`config.mk`:
```
export PLATFORM = sky130hd
export DESIGN_NAME = wdog_timer
export DESIGN_NICKNAME = d
export VERILOG_FILES = /design/src/rtl/wdog_pkg.sv /design/src/rtl/wdog_regs.sv /design/src/rtl/wdog_counter.sv /design/src/rtl/wdog_intr.sv /design/src/rtl/wdog_timer.sv
export SDC_FILE = /design/constraint.sdc
export NUM_CORES = 1
export LEC_CHECK = 0
export BUFFER_PORTS_ARGS = -buffer_cell sky130_fd_sc_hd__buf_4
export CORE_ASPECT_RATIO = 0.8
export CORE_MARGIN = 2
export CORE_UTILIZATION = 51
export DETAILED_ROUTE_END_ITERATION = 16
export GPL_TIMING_DRIVEN = 0
export HOLD_SLACK_MARGIN = 0.1
export PLACE_DENSITY = 0.77
export SLEW_MARGIN = 20
export SYNTH_ARGS = -nofsm -noshare
export SYNTH_HDL_FRONTEND = slang
export SYNTH_HIERARCHICAL = 1
export SYNTH_SLANG_ARGS = --single-unit
```
`constraint.sdc`:
```
create_clock -name clk -period 2.3 [get_ports clk]
set_clock_uncertainty 0.15 [all_clocks]
set_input_delay 0.23 -clock clk [delete_from_list [all_inputs] [get_ports clk]]
set_output_delay 0.23 -clock clk [all_outputs]
set_load 0.01 [all_outputs]
```
`src/rtl/wdog_pkg.sv`:
```
`timescale 1ns/10ps
package wdog_pkg;
   // Word offsets of the register file
   localparam int unsigned OFS_CTRL  = 0;
   localparam int unsigned OFS_LOAD  = 1;
   localparam int unsigned OFS_COUNT = 2;
   localparam int unsigned OFS_RAW   = 3;
   localparam int unsigned OFS_MASK  = 4;
   localparam int unsigned OFS_CLEAR = 5;
   localparam int unsigned OFS_TEST  = 6;
   localparam int unsigned OFS_LOCK  = 7;

   // Control register bit positions
   localparam int unsigned CTRL_EN_BIT   = 0;
   localparam int unsigned CTRL_RSTE_BIT = 1;

   // Decoded write strobes from the bus
   typedef struct packed {
      logic ctrl;
      logic load;
      logic clr;
      logic test;
      logic lock;
   } wdog_wstb_t;
endpackage

```
`src/rtl/wdog_regs.sv`:
```
`timescale 1ns/10ps
module wdog_regs
   import wdog_pkg::*;
#(
   parameter int unsigned    DATA_W         = 32,
   parameter int unsigned    ADDR_W         = 4,
   parameter logic [DATA_W-1:0] UNLOCK_KEY  = 32'hC0DE5AFE,
   parameter logic [DATA_W-1:0] LOAD_RST    = '1,
   parameter bit             STALL_LOCKABLE = 1'b0
) (
   input  logic              clk,
   input  logic              rst_n,
   input  logic              bus_sel,
   input  logic              bus_wr,
   input  logic [ADDR_W-1:0] bus_addr,
   input  logic [DATA_W-1:0] bus_wdata,
   output logic [DATA_W-1:0] bus_rdata,
   input  logic [DATA_W-1:0] count_i,
   input  logic              raw_i,
   output logic              en_o,
   output logic              rst_en_o,
   output logic              stall_o,
   output logic              locked_o,
   output logic [DATA_W-1:0] load_o,
   output logic              load_wr_o,
   output logic              en_set_o,
   output logic              clr_o
);
   localparam int unsigned NREG = 1 << ADDR_W;

   generate
      if (DATA_W < 2)  begin : g_bad_dw $error("DATA_W must be at least 2"); end
      if (ADDR_W < 3)  begin : g_bad_aw $error("ADDR_W must cover eight registers"); end
      if (NREG < 8)    begin : g_bad_nr $error("register space too small"); end
   endgenerate

   logic              wr;
   wdog_wstb_t        stb;
   logic              ctrl_ok;
   logic              test_ok;
   logic              en_q;
   logic              rst_en_q;
   logic              stall_q;
   logic              locked_q;
   logic [DATA_W-1:0] load_q;

   assign wr       = bus_sel & bus_wr;
   assign stb.ctrl = wr && (bus_addr == ADDR_W'(OFS_CTRL));
   assign stb.load = wr && (bus_addr == ADDR_W'(OFS_LOAD));
   assign stb.clr  = wr && (bus_addr == ADDR_W'(OFS_CLEAR));
   assign stb.test = wr && (bus_addr == ADDR_W'(OFS_TEST));
   assign stb.lock = wr && (bus_addr == ADDR_W'(OFS_LOCK));

   assign ctrl_ok   = stb.ctrl & ~locked_q;
   assign load_wr_o = stb.load & ~locked_q;
   assign en_set_o  = ctrl_ok & bus_wdata[CTRL_EN_BIT] & ~en_q;
   assign clr_o     = stb.clr & bus_wdata[0];

   // The stall bit may or may not sit behind the lock
   generate
      if (STALL_LOCKABLE) begin : g_test_locked
         assign test_ok = stb.test & ~locked_q;
      end else begin : g_test_open
         assign test_ok = stb.test;
      end
   endgenerate

   always_ff @(posedge clk) begin
      if (!rst_n) begin
         en_q     <= 1'b0;
         rst_en_q <= 1'b0;
         stall_q  <= 1'b0;
         locked_q <= 1'b0;
         load_q   <= LOAD_RST;
      end else begin
         if (ctrl_ok) begin
            if (bus_wdata[CTRL_EN_BIT]) en_q <= 1'b1;
            rst_en_q <= bus_wdata[CTRL_RSTE_BIT];
         end
         if (load_wr_o) load_q   <= bus_wdata;
         if (test_ok)   stall_q  <= bus_wdata[0];
         if (stb.lock)  locked_q <= (bus_wdata != UNLOCK_KEY);
      end
   end

   always_comb begin
      bus_rdata = '0;
      case (bus_addr)
         ADDR_W'(OFS_CTRL): begin
            bus_rdata[CTRL_EN_BIT]   = en_q;
            bus_rdata[CTRL_RSTE_BIT] = rst_en_q;
         end
         ADDR_W'(OFS_LOAD):  bus_rdata    = load_q;
         ADDR_W'(OFS_COUNT): bus_rdata    = count_i;
         ADDR_W'(OFS_RAW):   bus_rdata[0] = raw_i;
         ADDR_W'(OFS_MASK):  bus_rdata[0] = raw_i & en_q;
         ADDR_W'(OFS_TEST):  bus_rdata[0] = stall_q;
         ADDR_W'(OFS_LOCK):  bus_rdata[0] = locked_q;
         default:            bus_rdata    = '0;
      endcase
   end

   assign en_o     = en_q;
   assign rst_en_o = rst_en_q;
   assign stall_o  = stall_q;
   assign locked_o = locked_q;
   assign load_o   = load_q;
endmodule

```
`src/rtl/wdog_counter.sv`:
```
`timescale 1ns/10ps
module wdog_counter #(
   parameter int unsigned       DATA_W   = 32,
   parameter logic [DATA_W-1:0] LOAD_RST = '1
) (
   input  logic              clk,
   input  logic              rst_n,
   input  logic              en,
   input  logic              stall,
   input  logic              dbg_halt,
   input  logic [DATA_W-1:0] load_val,
   input  logic              load_wr,
   input  logic [DATA_W-1:0] load_data,
   input  logic              en_set,
   output logic [DATA_W-1:0] count_o,
   output logic              expire_o
);
   logic              tick;
   logic              force_load;
   logic [DATA_W-1:0] count_q;

   assign tick       = en & ~(stall & dbg_halt);
   assign force_load = load_wr & en;
   assign expire_o   = tick & ~force_load & (count_q == '0);

   always_ff @(posedge clk) begin
      if (!rst_n) begin
         count_q <= LOAD_RST;
      end else if (force_load) begin
         count_q <= load_data;
      end else if (en_set) begin
         count_q <= load_val;
      end else if (tick) begin
         count_q <= (count_q == '0) ? load_val : count_q - 1'b1;
      end
   end

   assign count_o = count_q;
endmodule

```
`src/rtl/wdog_intr.sv`:
```
`timescale 1ns/10ps
module wdog_intr (
   input  logic clk,
   input  logic rst_n,
   input  logic expire,
   input  logic zero_load,
   input  logic clr,
   input  logic en,
   input  logic rst_en,
   output logic raw_o,
   output logic irq_o,
   output logic rst_o
);
   logic raw_q;
   logic rst_q;

   always_ff @(posedge clk) begin
      if (!rst_n) begin
         raw_q <= 1'b0;
         rst_q <= 1'b0;
      end else begin
         if (expire | zero_load) raw_q <= 1'b1;
         else if (clr)           raw_q <= 1'b0;
         rst_q <= expire & raw_q & rst_en & ~rst_q;
      end
   end

   assign raw_o = raw_q;
   assign irq_o = raw_q & en;
   assign rst_o = rst_q;
endmodule

```
`src/rtl/wdog_timer.sv`:
```
`timescale 1ns/10ps
module wdog_timer #(
   parameter int unsigned       DATA_W         = 32,
   parameter int unsigned       ADDR_W         = 4,
   parameter logic [DATA_W-1:0] UNLOCK_KEY     = 32'hC0DE5AFE,
   parameter bit                STALL_LOCKABLE = 1'b0
) (
   input  logic              clk,
   input  logic              rst_n,
   input  logic              bus_sel,
   input  logic              bus_wr,
   input  logic [ADDR_W-1:0] bus_addr,
   input  logic [DATA_W-1:0] bus_wdata,
   output logic [DATA_W-1:0] bus_rdata,
   input  logic              dbg_halt,
   output logic              irq,
   output logic              rst_out
);
   localparam logic [DATA_W-1:0] LOAD_RST = '1;

   logic              lock_q;
   logic              en_q;
   logic              rst_en_q;
   logic              stall_q;
   logic              raw_q;
   logic [DATA_W-1:0] count_q;
   logic [DATA_W-1:0] load_q;
   logic              load_wr;
   logic              en_set;
   logic              clr;
   logic              expire;
   logic              zero_load;

   assign zero_load = load_wr & (bus_wdata == '0);

   wdog_regs #(
      .DATA_W(DATA_W), .ADDR_W(ADDR_W), .UNLOCK_KEY(UNLOCK_KEY),
      .LOAD_RST(LOAD_RST), .STALL_LOCKABLE(STALL_LOCKABLE)
   ) u_regs (
      .clk(clk), .rst_n(rst_n),
      .bus_sel(bus_sel), .bus_wr(bus_wr), .bus_addr(bus_addr),
      .bus_wdata(bus_wdata), .bus_rdata(bus_rdata),
      .count_i(count_q), .raw_i(raw_q),
      .en_o(en_q), .rst_en_o(rst_en_q), .stall_o(stall_q),
      .locked_o(lock_q), .load_o(load_q),
      .load_wr_o(load_wr), .en_set_o(en_set), .clr_o(clr)
   );

   wdog_counter #(.DATA_W(DATA_W), .LOAD_RST(LOAD_RST)) u_cnt (
      .clk(clk), .rst_n(rst_n), .en(en_q), .stall(stall_q),
      .dbg_halt(dbg_halt), .load_val(load_q), .load_wr(load_wr),
      .load_data(bus_wdata), .en_set(en_set),
      .count_o(count_q), .expire_o(expire)
   );

   wdog_intr u_intr (
      .clk(clk), .rst_n(rst_n), .expire(expire), .zero_load(zero_load),
      .clr(clr), .en(en_q), .rst_en(rst_en_q),
      .raw_o(raw_q), .irq_o(irq), .rst_o(rst_out)
   );
endmodule

```
Yosys cells after proc, flatten, opt, wreduce, memory -nomap -nowiden
Cells that the tools add are included.
{"block": "word_totals", "out_inout_bits": 34, "inputBits": 41, "regBits": 70, "word_cells": 59}
{"block": "classes", "reduce_logical": 11, "bitwise": 22, "addsub": 1, "n_mux": 9, "n_eq_ne": 8}
{"operator": "$mux 32", "n": 4}
{"operator": "$logic_not 32->1", "n": 2}
{"operator": "$pmux 30 s2", "n": 1}
{"operator": "$ne 32x32->1 const B", "n": 1}
{"operator": "$sub 32x1->32 const B", "n": 1}
{"operator": "$and 1x1->1", "n": 16}
{"operator": "$eq 4x3->1 const B", "n": 4}
{"operator": "$eq 4x2->1 const B", "n": 2}
{"operator": "$pmux 1 s7", "n": 1}
{"operator": "$logic_and 1x1->1", "n": 5}
{"operator": "$not 1->1", "n": 5}
{"operator": "$eq 4x1->1 const B", "n": 1}
{"operator": "$logic_not 4->1", "n": 1}
{"operator": "$pmux 1 s3", "n": 1}
{"operator": "$reduce_bool 3->1", "n": 1}
{"operator": "$mux 1", "n": 2}
{"operator": "$reduce_and 2->1", "n": 1}
{"operator": "$reduce_bool 2->1", "n": 1}
{"operator": "$or 1x1->1", "n": 1}

Depth between registers and ports, before layout
Gate-level depths: netlist of run 1.
{"block": "depth", "ltp_word": 10, "depth_mapped": 12, "ltp_nobuf": 9}

Modules after synthesis
The synthesis of run 1 kept the hierarchy.
{"mod": "wdog_counter", "cells_per_inst": 312, "area_each_um2": 2331.0, "instances": 1, "seq_area_each_um2": 640.6}
{"mod": "wdog_regs", "cells_per_inst": 230, "area_each_um2": 1819.2, "instances": 1, "seq_area_each_um2": 720.7}
{"mod": "wdog_timer", "cells_per_inst": 12, "area_each_um2": 103.8, "instances": 1, "seq_area_each_um2": 0.0}
{"mod": "wdog_intr", "cells_per_inst": 7, "area_each_um2": 78.8, "instances": 1, "seq_area_each_um2": 40.0}

Worst setup path before layout of run 1
Ideal clock, no wire load.
{"block": "synth_timing", "path_type": "in2reg", "start": "in bus_addr[1]", "end": "reg u_cnt.count_q[0], in the netlist u_cnt/count_o[0]", "stages": 11, "slack_ns": -0.055, "setup_ns": 0.082, "t_arrival_ns": 2.123, "required_ns": 2.068, "path_buffers": 5, "cell_sequence": "buf_2 -> nor4b_4 -> nand2_2 -> inv_2 -> buf_4 -> and2_1 -> clkbuf_1 -> clkbuf_1 -> clkbuf_1 -> nand2_1 -> o2111ai_1"}
{"block": "synth_between", "word_cells_on_any_way": 12, "classes_between": "1 x eq/ne; 2 x mux; 5 x bitwise; 4 x reduce/logical"}
{"item": "start, declared", "line": "wdog_timer.sv:12", "source": "input logic [ADDR_W-1:0] bus_addr,"}
{"item": "$eq 4x1->1 (*)", "line": "wdog_regs.sv:49", "source": "assign stb.load = wr && (bus_addr == ADDR_W'(OFS_LOAD));"}
{"item": "$logic_and 1x1->1 (*)", "line": "wdog_regs.sv:49"}
{"item": "$and 1x1->1 (*)", "line": "wdog_regs.sv:55", "source": "assign load_wr_o = stb.load & ~locked_q;"}
{"item": "via load_wr", "line": "wdog_timer.sv:28", "source": "logic load_wr;"}
{"item": "$and 1x1->1 (*)", "line": "wdog_counter.sv:23", "source": "assign force_load = load_wr & en;"}
{"item": "$reduce_bool 3->1 (no line) / $mux 32 (equally long branches)"}
{"item": "end signal, assigned", "line": "wdog_counter.sv:30", "source": "count_q <= load_data;"}
{"item": "end signal, assigned", "line": "wdog_counter.sv:32", "source": "count_q <= load_val;"}
{"item": "end signal, assigned", "line": "wdog_counter.sv:34", "source": "count_q <= (count_q == '0) ? load_val : count_q - 1'b1;"}
{"item": "end, declared", "line": "wdog_counter.sv:20", "source": "logic [DATA_W-1:0] count_q;"}
Mark *: on every way through the listed nets, which the timed path passes. The rest lies on a longest branch.
A chain may end at the register's enable or synchronous reset.

Worst setup path after layout of run 1
{"block": "layout_timing", "start": "reg u_cnt.count_q[17], in the netlist u_cnt/count_o[17]", "end": "reg u_cnt.count_q[1], in the netlist u_cnt/count_o[1]"}
{"block": "layout_between", "elab_chain_cells": 5}
{"item": "$logic_not 32->1", "line": "wdog_counter.sv:34"}
{"item": "$mux 32", "line": "wdog_counter.sv:34"}
{"item": "$mux 32", "line": "wdog_counter.sv:33", "source": "end else if (tick) begin"}
{"item": "$mux 32", "line": "wdog_counter.sv:31", "source": "end else if (en_set) begin"}
{"item": "$mux 32", "line": "wdog_counter.sv:29", "source": "end else if (force_load) begin"}
Every way passes these cells. The select of a mux whose other input is x is not followed.

==> qor.yml, run 1 <==
cpLargestDelayFamily: "simple AND/OR/NAND/NOR gates"
worstSetupPathType: "reg -> reg"
seqPwrFrac_pct: 41.3
cts_buffers: 9
syn_avg_cell_area_um2: 7.72
worst_path_largest_cell_delay_ns: 0.57
drv_slew: 0
clock_path_buffers: 2
holdCritPathClass: "in -> reg"
drive_above_1_share_pct: 30.2
synth_seq_cells: 70
rows: 30
nets: 741
ys_seq_area_share_pct: 32.3
synth_top_area_share_pct: 32.3
die_h_um: 86.4
grt_pass1_wl_um: 25700
async_flop_share_pct: 0
root_buffer: "clkbuf_8"
syn_nets: 604
remaining_drc_errors: 0
critPathArrivalTime_ns: 2.62
final-hold-violation-count: 0
ys.flop_type: "dfxtp_1"
rsz0062_at_grt: "true"
power_frac_clock_pct: 46.3
antenna_found_initial: 0
gp_congestion: 0.969
netlist_top_cells_area: "dfxtp_1, nand2_1, a22o_1"
die-area_um2: 9250
dp_slack_ns: -0.673
period_minus_slack_ns: 2.49
synth.most_common_cell: "nand2_1"
setup_violations: 31
seqCellArea_um2: 1430
wire_per_inst_um: 20.7
grt_pass1_vias: 4781
route.vias.total: 5261
clk_pin_slew_ns: 0.08
io_buffers: 72
ioPinCount: 75
slowest_stage: "or4_4"
yosys-top-cells-count: "nand2_1, dfxtp_1, nand3_1, a22o_1"
gr-max-usage-layer: "met2"
area_growth_pct: 42.2
ant_nets: 0
grt.met2_usage_pct: 58.5
p_leak_nw: 2.58
cts_tree: "yes"
internal-power_mw: 2.30
final_area_um2: 6160
fin_crit_sh_pct: 108
postSynthCellCount: 561
viasPerCell: 6.46
cap_viol_max_count: 0
dieWidth_um: 107
synth_cell_types: 66
tightest_slew_ns: 0.667
synth-edff-count: 0
worstPathCellList: "or4_4 > nor4_4 > buf_4 > a31oi_4 > nor3b_1 > a21oi_2 > o2111ai_1"
htree_levels: 3
p_switching_mw: 0.719
n_antenna_cell: 0
place_hpwl_um: 11000
p_comb_share_pct: 12.3
syn_area_um2: 4330
worstPathRequired_ns: 2.44
start_util_pct: 51.8
multi_input_area_um2: 3010
insertion_delay_ns: 0.37
grt_max_degree: 17
fin_ws_ns: -0.185
violations: "negative setup slack"
fillers: 634
peakVddDrop_v: 0.000359
placed_area_um2: 5010
p_sw_share_pct: 23.8
drtIter0Drc: 753
core_um2: 8370
overflow: 0
fmax_ghz: 0.402
cts.sinks: 70
worstSetupStartpointType: "flop"
cp_num_buf_inv: 1
met1_usage_pct: 49.3
yosysWarningCount: 6
critPathMaxFanout: 6
cellPowerDensity_nw_per_um2: 490
gr-usage-all-layers_pct: 36.0
use_met3_pct: 5.79
slew_headroom_pct: 55.5
cp-end-kind: "flop"
first_pass_iters: 5
routed_wl_um: 16900
synth_top_cell_by_area: "dfxtp_1"
status: "finished with violations"
[kinds of logic (layout without fill, tap and decap cells)]
| logic type | Yosys count | in the layout | synth area share (%) |
|---|---|---|---|
| compound gates | 110 | 110 | 18.9 |
| xor+xnor | 21 | 21 | 4.24 |
| fa+ha+maj | 2 | 2 | 0.577 |
| buf+inv | 42 | 184 | 4.24 |
| flops | 70 | 70 | 32.3 |
| mux | 7 | 7 | 1.62 |
| simple gates | 309 | 309 | 38.0 |
[registers in the layout, indices dropped and copies added, names as in the netlist]
signal / count
u_cnt/count_o: 32
u_intr/raw_o: 1
u_intr/rst_o: 1
u_regs/en_o: 1
u_regs/load_o: 32
u_regs/locked_o: 1
u_regs/rst_en_o: 1
u_regs/stall_o: 1
[placed cells by master (no fill, tap or decap), drive strengths merged, types with 2 or more instances in the layout]
| master | netlist | routed |
|---|---|---|
| and2 | 3 | 3 |
| xnor2 | 7 | 7 |
| nand3b | 5 | 5 |
| o31a | 2 | 2 |
| or3 | 5 | 5 |
| a31oi | 4 | 4 |
| a22oi | 9 | 9 |
| buf | 8 | 105 |
| o2111ai | 9 | 9 |
| a21boi | 2 | 2 |
| and3b | 2 | 2 |
| ha | 2 | 2 |
| nand4b | 3 | 3 |
| a21oi | 9 | 9 |
| nor3 | 14 | 14 |
| o41ai | 2 | 2 |
| bufinv | 0 | 4 |
| nor3b | 2 | 2 |
| dfxtp | 70 | 70 |
| nand4 | 19 | 19 |
| a221oi | 6 | 6 |
| clkbuf | 28 | 35 |
| o211ai | 2 | 2 |
| inv | 6 | 6 |
| nor2 | 29 | 29 |
| or4 | 7 | 7 |
| nor4b | 5 | 5 |
| dlygate4sd3 | 0 | 33 |
| nand3 | 44 | 44 |
| nor4 | 16 | 16 |
| a22o | 30 | 30 |
| a221o | 2 | 2 |
| o31ai | 4 | 4 |
| mux2i | 7 | 7 |
| nor2b | 6 | 6 |
| nand2 | 140 | 140 |
| xor2 | 14 | 14 |
| o21ai | 22 | 22 |
[worst register-to-register path: cells and delay by family (launching register included)]
kind                   cells  cell delay [ns]
AO/OA/AOI/OAI              3             0.34
flip-flops                 1             0.36
buffers and inverters      1             0.21
AND/OR/NAND/NOR            3             1.35
[stage by stage]
step | util, % | hold slack (ns) | power (mW) | TNS [ns] | std cells
6_report | 73.6 | 0.148 | 3.02 | -3.63 | 815
5_1_grt | 73.6 | 0.195 | 3.09 | -5.05 | 815
4_1_cts | 72.0 | 0.119 | 3.01 | -1.46 | 810
3_5_place_dp | 59.9 | 0.327 | 1.58 | -17.85 | 745
3_3_place_gp | 59.9 | 0.322 | 1.57 | -16.08 | 745
2_1_floorplan | - | 0.198 | 1.40 | 0 | 561
[area by class of cell]
class,count,area share [%]
multi-input combinational,449,48.9
sequential,70,23.2
timing repair buffer,129,17.1
buffer,33,3.51
clock buffer,11,2.46
tap,112,2.28
clock inverter,5,2.09
inverter,6,0.406
[per-layer routing]
metal  wire length, um  up-vias
li1                  -     2340
met1              6730     2472
met2              7750      398
met3              1970       51
met4               437        0
met5                 0        -
[power by group through the flow]
stage | sequential, mW | combinational (mW) | clock [mW]
4_1_cts | 1.25 | 0.357 | 1.41
6_report | 1.25 | 0.372 | 1.40
3_5_place_dp | 1.28 | 0.303 | 0
2_1_floorplan | 1.27 | 0.134 | 0
3_3_place_gp | 1.28 | 0.298 | 0
5_1_grt | 1.25 | 0.393 | 1.45
[worst paths after layout]
kind | startpoint | cells after the start | endpoint | slack (ns)
min | bus_sel | 4 | u_regs/locked_o | 0.15
max reg2reg | u_cnt/count_o[17] | 7 | u_cnt/count_o[1] | -0.19
min reg2reg | u_regs/load_o[5] | 2 | u_regs/load_o[5] | 0.34
max | u_cnt/count_o[17] | 7 | u_cnt/count_o[1] | -0.19
[what timing repair did]
action	in CTS	in global routing
endpoints found under the setup margin	34	33
hold buffers	33	0
setup buffers	18	4
gates resized for setup	78	24
cloned	1	1
hold endpoints to repair	65	0
pin swaps	21	18
No activity file was read; power rests on OpenSTA's default activity.
==> inputs of run 2 (changes only) <==
--- a/config.mk
+++ b/config.mk
@@ -10,7 +10,6 @@
 export CORE_MARGIN = 2
 export CORE_UTILIZATION = 51
 export DETAILED_ROUTE_END_ITERATION = 16
-export GPL_TIMING_DRIVEN = 0
 export HOLD_SLACK_MARGIN = 0.1
 export PLACE_DENSITY = 0.77
 export SLEW_MARGIN = 20
==> run 2 against run 1 <==
The run still ends with negative setup slack left. Clock power down 26%. Clock-buffer cell count fell by 1. Via count down 0.44%. Wire length is 3.6% lower. Maximum frequency is 5.9% higher. Non-clock buffer count increased by 26. Critical path depth increased by 2. Combinational power rose by 1%. Setup slack improved by 0.14 ns. Final area grew 1.6%.
==> qor.yml, run 2 (synthesis results as in run 1) <==
status: "finished with violations"
violations: "negative setup slack"
worstSetupStartpointType: "flop"
holdCritPathClass: "in -> reg"
min_from: "bus_sel"
worstPathCellList: "or4_4 > nor4b_4 > buf_4 > buf_4 > nand3_4 > nand2_4 > buf_4 > buf_4 > o21ai_0"
cts.sinks: 70
gr-usage-all-layers_pct: 35.0
placed_area_um2: 5390
mostFrequentLayoutCells: "buf_4, nand2_1, dfxtp_1, nand3_1, dlygate4sd3_1"
dp_slack_ns: -0.0672
tightest_slew_ns: 0.618
critPathArrivalTime_ns: 2.43
cp-end-kind: "flop"
worstSetupPathType: "reg -> reg"
drv_slew: 0
first_pass_iters: 7
grt_pass1_wl_um: 25500
place_inst: 776
area_growth_pct: 44.4
dieWidth_um: 107
insertion_delay_ns: 0.35
clk_pin_slew_ns: 0.08
root_buffer: "clkbuf_8"
die_h_um: 86.4
slew_headroom_pct: 58.8
r2r-start: "u_cnt/count_o[11]"
reg2reg_slack_ns: -0.05
final_common_cell: "buf_4"
n_antenna_cell: 0
cap_viol_max_count: 0
cellPowerDensity_nw_per_um2: 424
overflow: 0
remaining_drc_errors: 0
critPathMaxFanout: 5
multi_input_area_um2: 2930
cts_tree: "yes"
period_minus_slack_ns: 2.35
seqCellArea_um2: 1410
final-hold-violation-count: 0
routed_wl_um: 16300
viasPerCell: 6.24
antenna_found_initial: 0
drtIter0Drc: 534
gp_congestion: 0.949
place_hpwl_um: 10600
start_util_pct: 51.8
cts_buffers: 9
io_buffers: 74
grt_max_degree: 58
worstRegToRegCells: 9
fin_crit_sh_pct: 102
peakVddDrop_v: 0.000427
ioPinCount: 75
fin_ws_ns: -0.0465
wire_per_inst_um: 19.4
holdPathEnd: "u_regs/locked_o"
total_power_mw: 2.65
cpLargestDelayFamily: "simple AND/OR/NAND/NOR gates"
setup_violations: 13
die-area_um2: 9250
fmax_ghz: 0.426
cp_num_buf_inv: 4
worstPathRequired_ns: 2.38
clock_path_buffers: 2
ant_nets: 0
worst_path_largest_cell_delay_ns: 0.58
crit_top_cell: "buf_4"
slowest_stage: "or4_4"
rows: 30
rsz0062_at_grt: "true"
grt_pass1_vias: 4927
drive_above_1_share_pct: 32.1
fin_cells: 840
core_um2: 8370
nets: 767
final_area_um2: 6260
reg2reg_to: "u_cnt/count_o[21]"
hold_depth: 4
fillers: 616
route.vias.total: 5238
p_leak_nw: 2.68
htree_levels: 3
[run 2: changes by cell type in the layout (fill, tap and decap cells not counted), moves of 7 or more]
cell,previous run,this run
clkbuf_1,16,0
buf_6,5,12
dfxtp_1,56,66
buf_4,95,140
[run 2: worst max-delay path by stage]
stage                                 start           endpoint  slack (ns)  cells after the start
after floorplan                 bus_addr[1]  u_cnt/count_o[10]        0.01                     11
after global placement    u_cnt/count_o[14]  u_cnt/count_o[31]       -0.06                      7
after detailed placement  u_cnt/count_o[11]  u_cnt/count_o[11]       -0.07                      7
after CTS                  u_cnt/count_o[0]  u_cnt/count_o[14]       -0.04                     11
after global routing      u_cnt/count_o[11]  u_cnt/count_o[27]       -0.12                      7
final                     u_cnt/count_o[11]  u_cnt/count_o[21]       -0.05                      9
[run 2: layout make-up]
class                           instances  area share [%]
Tap cell                              112            2.24
Timing Repair Buffer                  188            24.9
Inverter                                6           0.360
Clock buffer                           10            2.20
Clock inverter                          5           0.940
Sequential cell                        70            22.5
Multi-Input combinational cell        449            46.9
[run 2: through the flow]
stage | util [%] | hold slack, ns | setup TNS [ns]
4_1_cts | 72.9 | 0.124 | -0.126
3_5_place_dp | 64.4 | 0.324 | -0.241
2_1_floorplan | - | 0.198 | 0
6_report | 74.7 | 0.159 | -0.384
3_3_place_gp | 64.4 | 0.320 | -0.156
5_1_grt | 74.7 | 0.198 | -1.78
[run 2: timing repair]
item                                    in CTS  in global routing
gates resized for setup                     25                 32
hold buffers                                32                  0
gates cloned                                 2                  2
hold endpoints to repair                    62                  0
setup buffers                               11                  2
endpoints found under the setup margin      13                 34
pin swaps                                   13                 22
[run 2: where the power goes]
part / internal [mW] / total (mW) / switching (mW)
clock network: 0.526 / 1.03 / 0.506
logic: 0.191 / 0.376 / 0.185
registers: 1.23 / 1.24 / 0.0156
total: 1.95 / 2.65 / 0.707
[run 2: worst reg2reg max path, cell delays in order (launching register included)]
cell and delay [ns]:
dfxtp_2 0.33, or4_4 0.58, nor4b_4 0.32, buf_4 0.19
buf_4 0.11, nand3_4 0.10, nand2_4 0.14, buf_4 0.13
buf_4 0.10, o21ai_0 0.07
[run 2: metal layers]
| layer | vias up | wire, um | track usage, % |
|---|---|---|---|
| met2 | 343 | 7550 | 57.2 |
| met3 | 40 | 1750 | 5.26 |
| met5 | - | 0 | 0 |
| met4 | 0 | 412 | 11.5 |
| met1 | 2469 | 6560 | 47.7 |
| li1 | 2386 | - | - |
==> inputs of run 3 (changes only) <==
==> constraint.sdc (replaced) <==
create_clock -name clk -period 2.3 [get_ports clk]
set_clock_uncertainty 0.15 [all_clocks]
set_input_delay 0 -clock clk [delete_from_list [all_inputs] [get_ports clk]]
set_output_delay 0 -clock clk [all_outputs]
set_load 0.01 [all_outputs]
==> run 3 against run 2 <==
The flow still finishes with violations (negative setup slack). Hold slack better by 0.12 ns. Utilization is 1.1 points higher. Clock-buffer cell count is the same. Critical path type unchanged. Largest power group is now the clock network.
==> qor.yml, run 3 (synthesis results as in run 1) <==
die_h_um: 86.4
final_common_cell: "buf_4"
fillers: 595
hold_depth: 4
violations: "negative setup slack"
p_comb_share_pct: 13.9
mostFrequentLayoutCells: "buf_4, nand2_1, dfxtp_1, dlygate4sd3_1, nand3_1"
drive_above_1_share_pct: 28.6
cp_num_buf_inv: 2
core_um2: 8370
grt_pass1_wl_um: 26400
cellPowerDensity_nw_per_um2: 456
cts_tree: "yes"
fin_crit_sh_pct: 104
slew_headroom_pct: 58.9
io_buffers: 74
antenna_found_initial: 0
cap_viol_max_count: 0
dieWidth_um: 107
drtIter0Drc: 599
worstPathCellList: "inv_2 > ha_4 > or4b_4 > nor4_4 > buf_4 > nor2_2 > o21ai_1 > o41ai_2 > a221o_1"
critPathMaxFanout: 6
first_pass_iters: 5
start_util_pct: 51.8
power_frac_clock_pct: 43.2
final_area_um2: 6350
p_switching_mw: 0.717
worstRegToRegCells: 9
critPathArrivalTime_ns: 2.47
ioPinCount: 75
routed_wl_um: 16800
seqPwrFrac_pct: 42.9
slowest_stage: "or4b_4"
worstSetupPathType: "reg -> reg"
status: "finished with violations"
fin_ws_ns: -0.0834
worst_path_largest_cell_delay_ns: 0.46
nets: 777
internal-power_mw: 2.18
setup_violations: 20
placed_area_um2: 5370
route.vias.total: 5366
place_hpwl_um: 10400
p_leak_nw: 2.70
tightest_slew_ns: 0.611
grt_pass1_vias: 5011
drv_slew: 0
insertion_delay_ns: 0.36
overflow: 0
remaining_drc_errors: 0
clock_path_buffers: 2
peakVddDrop_v: 0.000566
period_minus_slack_ns: 2.38
rsz0062_at_grt: "true"
ant_nets: 0
cts_buffers: 9
htree_levels: 3
clk_pin_slew_ns: 0.09
cpLargestDelayFamily: "simple AND/OR/NAND/NOR gates"
worstPathRequired_ns: 2.39
rows: 30
n_antenna_cell: 0
viasPerCell: 6.31
wire_per_inst_um: 19.7
area_growth_pct: 46.5
holdCritPathClass: "in -> reg"
grt_max_degree: 37
worstSetupStartpointType: "flop"
root_buffer: "clkbuf_8"
cts.sinks: 70
p_sw_share_pct: 24.7
cp-end-kind: "flop"
fmax_ghz: 0.420
cp.depth: 9
dp_slack_ns: -0.0493
gp_congestion: 0.972
gr-usage-all-layers_pct: 36.4
final-hold-violation-count: 0
die-area_um2: 9250
[run 3: power by group through the flow]
| stage | logic (mW) | clock network, mW | registers (mW) |
|---|---|---|---|
| finish | 0.402 | 1.25 | 1.24 |
| global route | 0.422 | 1.31 | 1.25 |
| CTS | 0.385 | 1.25 | 1.24 |
| detailed placement | 0.316 | 0 | 1.27 |
| global placement | 0.311 | 0 | 1.27 |
| floorplan | 0.134 | 0 | 1.27 |
[run 3: repair_timing]
action,CTS,global route
hold endpoints to repair,70,0
resized for setup,7,25
pin swaps,4,11
buffers inserted,4,1
hold buffers,56,0
endpoints found under the setup margin,15,33
[run 3: final timing paths]
path / from / endpoint / slack, ns
hold / removal: bus_wdata[5] / u_regs/load_o[5] / 0.28
setup / recovery: u_cnt/count_o[0] / u_cnt/count_o[25] / -0.08
setup reg to reg: u_cnt/count_o[0] / u_cnt/count_o[25] / -0.08
hold reg to reg: u_regs/load_o[6] / u_regs/load_o[6] / 0.34
[run 3: worst register-to-register path: stages (launching register included)]
cell	delay (ns)
dfxtp_2	0.33
inv_2	0.08
ha_4	0.11
or4b_4	0.46
nor4_4	0.31
buf_4	0.21
nor2_2	0.04
o21ai_1	0.17
o41ai_2	0.10
a221o_1	0.29
[run 3: cell type report]
class | instances | area, um2 | area share (%)
multi-input cells | 449 | 2880 | 45.3
repair buffers | 198 | 1660 | 26.2
flip-flops and latches | 70 | 1400 | 22.1
well taps | 112 | 140 | 2.21
clock buffers | 10 | 138 | 2.17
clock inverters | 6 | 109 | 1.71
inverters | 6 | 22.5 | 0.355
[run 3: layer usage]
metal	up-vias	track usage (%)	part of all wire, %
met5	-	0	0
met3	69	7.07	11
li1	2396	-	-
met2	384	58.7	45
met4	0	13.0	3.4
met1	2517	48.8	40
[run 3: through the flow]
step	power, mW	hold slack (ns)	TNS [ns]	std cells	utilization (%)
global placement	1.58	0.0907	-0.00231	774	64.1
detailed placement	1.59	0.101	-0.122	774	64.1
global route	2.98	0.294	-1.92	851	75.8
CTS	2.88	0.277	-0.0974	850	74.6
floorplan	1.40	-0.0993	0	561	-
finish	2.90	0.280	-0.446	851	75.8
